$ cat src/rtl/rfw_pkg.sv
// Package: shared defaults for the write-before-read register file.
// Assumes: consumers override these through module parameters where needed.
package rfw_pkg;
    localparam int RFW_DEF_REGS   = 32;
    localparam int RFW_DEF_WIDTH  = 32;
    localparam int RFW_RD_PORTS   = 2;
endpackage

$ cat src/rtl/rfw_wdec.sv
// Module: write-address decoder producing one strobe per storable register.
// Assumes: entry 0 is hard-wired and never receives a strobe.
module rfw_wdec #(
    parameter int NUM_REGS = rfw_pkg::RFW_DEF_REGS,
    parameter int ADDR_W   = $clog2(NUM_REGS)
) (
    input  logic                wr_en,
    input  logic [ADDR_W-1:0]   wr_addr,
    output logic [NUM_REGS-1:0] wr_stb
);
    // Register 0 never gets a strobe.
    assign wr_stb[0] = 1'b0;

    generate
        for (genvar g = 1; g < NUM_REGS; g++) begin : g_dec
            // Strobe entry g when the enabled write targets it.
            assign wr_stb[g] = wr_en && (wr_addr == ADDR_W'(g));
        end
    endgenerate
endmodule

$ cat src/rtl/rfw_store.sv
// Module: storage array, one register per nonzero entry, rising-edge update.
// Assumes: at most one strobe is high per cycle; entry 0 is a constant zero.
module rfw_store #(
    parameter int NUM_REGS = rfw_pkg::RFW_DEF_REGS,
    parameter int DATA_W   = rfw_pkg::RFW_DEF_WIDTH
) (
    input  logic                             clk,
    input  logic                             rst_n,
    input  logic [NUM_REGS-1:0]              wr_stb,
    input  logic [DATA_W-1:0]                wr_data,
    output logic [NUM_REGS-1:0][DATA_W-1:0]  cells
);
    // Entry 0 is hard-wired to zero.
    assign cells[0] = '0;

    generate
        for (genvar g = 1; g < NUM_REGS; g++) begin : g_cell
            logic [DATA_W-1:0] q;
            // Hold, clear on reset, or load when this entry is strobed.
            always_ff @(posedge clk) begin
                if (!rst_n) begin
                    q <= '0;
                end else if (wr_stb[g]) begin
                    q <= wr_data;
                end
            end
            assign cells[g] = q;
        end
    endgenerate
endmodule

$ cat src/rtl/rfw_rport.sv
// Module: one read port with same-cycle forwarding of the pending write.
// Assumes: wr_fwd is already qualified so that it is never high for address 0.
module rfw_rport #(
    parameter int NUM_REGS = rfw_pkg::RFW_DEF_REGS,
    parameter int DATA_W   = rfw_pkg::RFW_DEF_WIDTH,
    parameter int ADDR_W   = $clog2(NUM_REGS)
) (
    input  logic [ADDR_W-1:0]               rd_addr,
    input  logic [NUM_REGS-1:0][DATA_W-1:0] cells,
    input  logic                            wr_fwd,
    input  logic [ADDR_W-1:0]               wr_addr,
    input  logic [DATA_W-1:0]               wr_data,
    output logic [DATA_W-1:0]               rd_data
);
    logic hit;

    // Address match against the write that lands earlier in this cycle.
    assign hit = wr_fwd && (rd_addr == wr_addr);

    // Forward the new value on a match, otherwise return the stored word.
    always_comb begin
        if (rd_addr == '0) begin
            rd_data = '0;
        end else if (hit) begin
            rd_data = wr_data;
        end else begin
            rd_data = cells[rd_addr];
        end
    end
endmodule

$ cat src/rtl/regfile_wbr.sv
// Module: register file with one write port and RFW_RD_PORTS read ports.
// A write appears to land before the reads of the same cycle: reads of the
// address being written return the new data through a forwarding path.
// Assumes: a single write per cycle; register 0 reads as zero.
module regfile_wbr #(
    parameter  int NUM_REGS = rfw_pkg::RFW_DEF_REGS,
    parameter  int DATA_W   = rfw_pkg::RFW_DEF_WIDTH,
    localparam int ADDR_W   = $clog2(NUM_REGS)
) (
    input  logic              clk,
    input  logic              rst_n,
    input  logic              wr_en,
    input  logic [ADDR_W-1:0] wr_addr,
    input  logic [DATA_W-1:0] wr_data,
    input  logic              wr_dup_req,
    input  logic [ADDR_W-1:0] rd0_addr,
    input  logic [ADDR_W-1:0] rd1_addr,
    output logic [DATA_W-1:0] rd0_data,
    output logic [DATA_W-1:0] rd1_data
);
    localparam int NRD = rfw_pkg::RFW_RD_PORTS;

    logic [NUM_REGS-1:0]             wr_stb;
    logic [NUM_REGS-1:0][DATA_W-1:0] cells;
    logic                            wr_fwd;
    logic [NRD-1:0][ADDR_W-1:0]      rd_addr_v;
    logic [NRD-1:0][DATA_W-1:0]      rd_data_v;

    // The second write request only feeds the bound checker.
    logic unused_dup;
    assign unused_dup = wr_dup_req;

    // Forwarding is only allowed for a write to a real register.
    assign wr_fwd = wr_en && (wr_addr != '0);

    // Gather and scatter the read port buses.
    assign rd_addr_v[0] = rd0_addr;
    assign rd_addr_v[1] = rd1_addr;
    assign rd0_data     = rd_data_v[0];
    assign rd1_data     = rd_data_v[1];

    rfw_wdec #(
        .NUM_REGS (NUM_REGS),
        .ADDR_W   (ADDR_W)
    ) u_dec (
        .wr_en    (wr_en),
        .wr_addr  (wr_addr),
        .wr_stb   (wr_stb)
    );

    rfw_store #(
        .NUM_REGS (NUM_REGS),
        .DATA_W   (DATA_W)
    ) u_store (
        .clk      (clk),
        .rst_n    (rst_n),
        .wr_stb   (wr_stb),
        .wr_data  (wr_data),
        .cells    (cells)
    );

    generate
        for (genvar p = 0; p < NRD; p++) begin : g_rd
            rfw_rport #(
                .NUM_REGS (NUM_REGS),
                .DATA_W   (DATA_W),
                .ADDR_W   (ADDR_W)
            ) u_port (
                .rd_addr  (rd_addr_v[p]),
                .cells    (cells),
                .wr_fwd   (wr_fwd),
                .wr_addr  (wr_addr),
                .wr_data  (wr_data),
                .rd_data  (rd_data_v[p])
            );
        end
    endgenerate
endmodule

$ cat config.mk
export PLATFORM = sky130hd
export DESIGN_NAME = regfile_wbr
export DESIGN_NICKNAME = d
export VERILOG_FILES = /design/src/rtl/rfw_pkg.sv /design/src/rtl/rfw_wdec.sv /design/src/rtl/rfw_store.sv /design/src/rtl/rfw_rport.sv /design/src/rtl/regfile_wbr.sv
export SDC_FILE = /design/constraint.sdc
export NUM_CORES = 2
export LEC_CHECK = 0
export ABC_AREA = 1
export ABC_CLOCK_PERIOD_IN_PS = 2050
export BUFFER_PORTS_ARGS = -buffer_cell sky130_fd_sc_hd__buf_2
export CAP_MARGIN = 25
export CORE_MARGIN = 1.5
export CORE_UTILIZATION = 39
export DETAILED_ROUTE_END_ITERATION = 7
export MAX_ROUTING_LAYER = met4
export SLEW_MARGIN = 20
export SYNTH_ARGS = -nofsm -noshare
export SYNTH_HDL_FRONTEND = slang
export SYNTH_SLANG_ARGS = --single-unit
$ cat constraint.sdc
create_clock -name clk -period 2.05 [get_ports clk]
set_input_delay 0.41 -clock clk [delete_from_list [all_inputs] [get_ports clk]]
set_output_delay 0.41 -clock clk [all_outputs]
set_load 0.01 [all_outputs]
==> flow_metrics.tcl <==
set metrics [dict create \
    start_util_pct 39.2 \
    clock_latency_ns 0.75 \
    slew_viol_final 0 \
    arrival_ns 2.15 \
    setup_viol 64 \
    yosys_warnings 0 \
    min_path_type "primary input to flip-flop" \
    combinationalPowerShare_pct 19.9 \
    critPathBufInv 5 \
    clockRootBuffer "clkbuf_16" \
    routed_wl_um 280000 \
    setup_tns_ns -24.92 \
    fin_ws_ns -0.509 \
    synth_seq_cells 992 \
    grt_pass1_vias 58943 \
    antenna_found_initial 27 \
    gp_congestion 1.02 \
    slew_headroom_pct 55.6 \
    cp-start-kind "primary input" \
    netlist_instances 9029 \
    finalNetCount 9334 \
    grt_use_met3_pct 9.31 \
    post-route-min-period_ns 2.56 \
    wl_per_cell_um 24.8 \
    grt_pass1_wl_um 397000 \
    track_usage_pct 37.6 \
    synth-seq-area-share_pct 35.9 \
    ys_top_cells_by_area "dfxtp_1, nand2_1, nand3_1" \
    num_io_pins 115 \
    p_seq_share_pct 39.2 \
    clock.fmax_mhz 391 \
    numCtsBuffers 112 \
    grt_util_met1_pct 48.4 \
    whs_ns 0.0536 \
    cp_slowest_cell "buf_8" \
    top_regs "u_store.g_cell.q: 992 flops" \
    regMostFlops "u_store.g_cell.q" \
    dpl.hpwl_um 175000 \
    clk_pin_slew_ns 0.06 \
    tightest_slew_ns 0.667 \
    grt_max_degree 58 \
    worstPathCellList "clkbuf_16 > buf_12 > nand2_2 > buf_8 > buf_12 > o21ai_1 > nor2_1 > nand3_1 > nand3_1 > nand2_1 > buf_2" \
    syn2layout_area_growth_pct 33.8 \
    finalInstanceArea_sq_um 74100 \
    via_per_inst 5.87 \
    num_vias 66236 \
    internal_power_mw 34.8 \
    portBuffers 113 \
    grt_setup_unrepaired "yes" \
    clockPowerShare_pct 40.9 \
    syn_area_per_cell_sq_um 6.13 \
    synth_top_area_cell "dfxtp_1" \
    synth_area_sq_um 55400 \
    globalRoute.totalOverflow 0 \
    htree_levels 3 \
    crit_family "buffers and inverters" \
    final_hold_viol_count 0 \
    drtPass1Iterations 7 \
    crit_type "primary input to output port" \
    drt_iter0_drc 9177 \
    status "finished, violations left" \
    drive_gt1_share_pct 24.5 \
    ir_drop_uv 664 \
    busiest_layer "met2" \
    die_y_um 380 \
    finalClockSkew_ns 0 \
    largest_reg_flops 992 \
    post-place-ws_ns -0.809 \
    cp.required_ns 1.64 \
    drv_cap 0 \
    switchingPower_mw 15.3 \
    clock_path_buffers 3 \
    endpoint_kind "output port" \
    p_leak_nw 31.0 \
    grt_util_met2_pct 52.8 \
    post-route-drc-count 0 \
    die_area_sq_um 144000 \
    ant_nets 0 \
    ys_types 21 \
    num_rows 138 \
    slowest_delay_ns 0.25 \
    violations "negative setup slack" \
    core-area_sq_um 141000 \
    power_density_nw_per_um2 676 \
    worstPathMaxFanout 13 \
    cts_num_sinks 992 \
    power.total_mw 50.1 \
    cts_tree "done" \
    place_area_sq_um 63200 \
    switching_share_pct 30.5 \
    fin_crit_sh_pct 125 \
    syn-num-nets 9080 \
    die_x_um 380 \
    yosysTopAreaCellShare_pct 35.9 \
]
[routing by layer]
metal / wire length, um / part of all wire, % / vias to the layer above
li1: - / - / 29857
met1: 108000 / 38 / 30742
met2: 115000 / 41 / 4581
met3: 37400 / 13 / 1056
met4: 19900 / 7.1 / 0
met5: 0 / 0 / -
[per-stage QoR]
| stage | utilization [%] | std cells |
|---|---|---|
| 2_1_floorplan | - | 9029 |
| 3_3_place_gp | 44.7 | 10879 |
| 3_5_place_dp | 44.7 | 10879 |
| 4_1_cts | 50.7 | 11203 |
| 5_1_grt | 52.4 | 11285 |
| 6_report | 52.4 | 11293 |
[worst paths after layout]
kind	startpoint	cells after the start	end	slack [ns]
max	rd1_addr[1]	11	rd1_data[11]	-0.51
min	wr_data[14]	3	u_store.g_cell[17].q[14]	0.05
max reg2reg	u_store.g_cell[25].q[4]	14	u_store.g_cell[25].q[4]	0.05
min reg2reg	u_store.g_cell[17].q[4]	2	u_store.g_cell[17].q[4]	0.45
[tightest hold or removal path, stage by stage]
cell and delay, ns:
buf_2 0.19, nand3_1 0.11, a21oi_1 0.06
[power groups by stage]
stage / Combinational [mW] / Sequential, mW / Clock, mW
after floorplan: 4.08 / 20.0 / 0
after global placement: 7.90 / 20.0 / 0
after detailed placement: 7.92 / 20.1 / 0
after CTS: 9.14 / 19.6 / 20.5
after global routing: 10.4 / 19.7 / 21.2
final: 9.96 / 19.7 / 20.5
[logic make-up after synthesis]
family / Yosys count / share of synthesized area, %
flip-flops: 992 / 35.9
AND/OR/NAND/NOR: 3858 / 29.2
buffers and inverters: 1852 / 13.1
AO/OA/AOI/OAI: 2318 / 21.7
XOR/XNOR: 9 / 0.142
[timing repair]
item	in CTS	in global routing
gates resized for setup	1048	575
endpoints found under the setup margin	64	65
hold buffers	1	0
endpoints found under the hold margin	17	0
pin swaps	428	356
cloned	40	18
setup buffers	99	48
[Yosys cell counts]
cell type	count
nor2_4	3
o21ai_1	38
clkbuf_1	537
nand3_1	1222
nand3b_1	16
nor2_2	7
nand4_1	1
inv_1	1021
buf_2	209
dfxtp_1	992
nand2_1	2326
o21ai_0	1070
inv_2	13
a21oi_1	1052
o211ai_1	158
nor2_1	257
nand2_2	8
buf_1	57
buf_4	15
xor2_1	9
nor3_1	18
[final cells by class]
type	count	area [sq um]
Antenna cell	34	85.1
Fill cell	13767	67200
Timing Repair Buffer	956	12500
Clock inverter	32	287
Multi-Input combinational cell	6185	31300
Sequential cell	992	20200
Tap cell	1890	2360
Timing Repair inverter	2	46.3
Inverter	1034	3980
Clock buffer	168	3320
[layout by cell type, fill, tap and decap left out, types with 130 or more instances in the layout]
master / netlist / layout
nand3_1: 1222 / 911
nand2_2: 8 / 150
buf_12: 0 / 254
nand3_2: 0 / 279
o21ai_0: 1070 / 957
a21oi_1: 1052 / 1033
dfxtp_1: 992 / 700
buf_4: 15 / 428
clkbuf_16: 0 / 130
inv_1: 1021 / 781
o211ai_1: 158 / 158
dfxtp_2: 0 / 291
nor2_1: 257 / 225
inv_2: 13 / 244
nand2_1: 2326 / 2121
No activity file was read; power rests on OpenSTA's default activity.
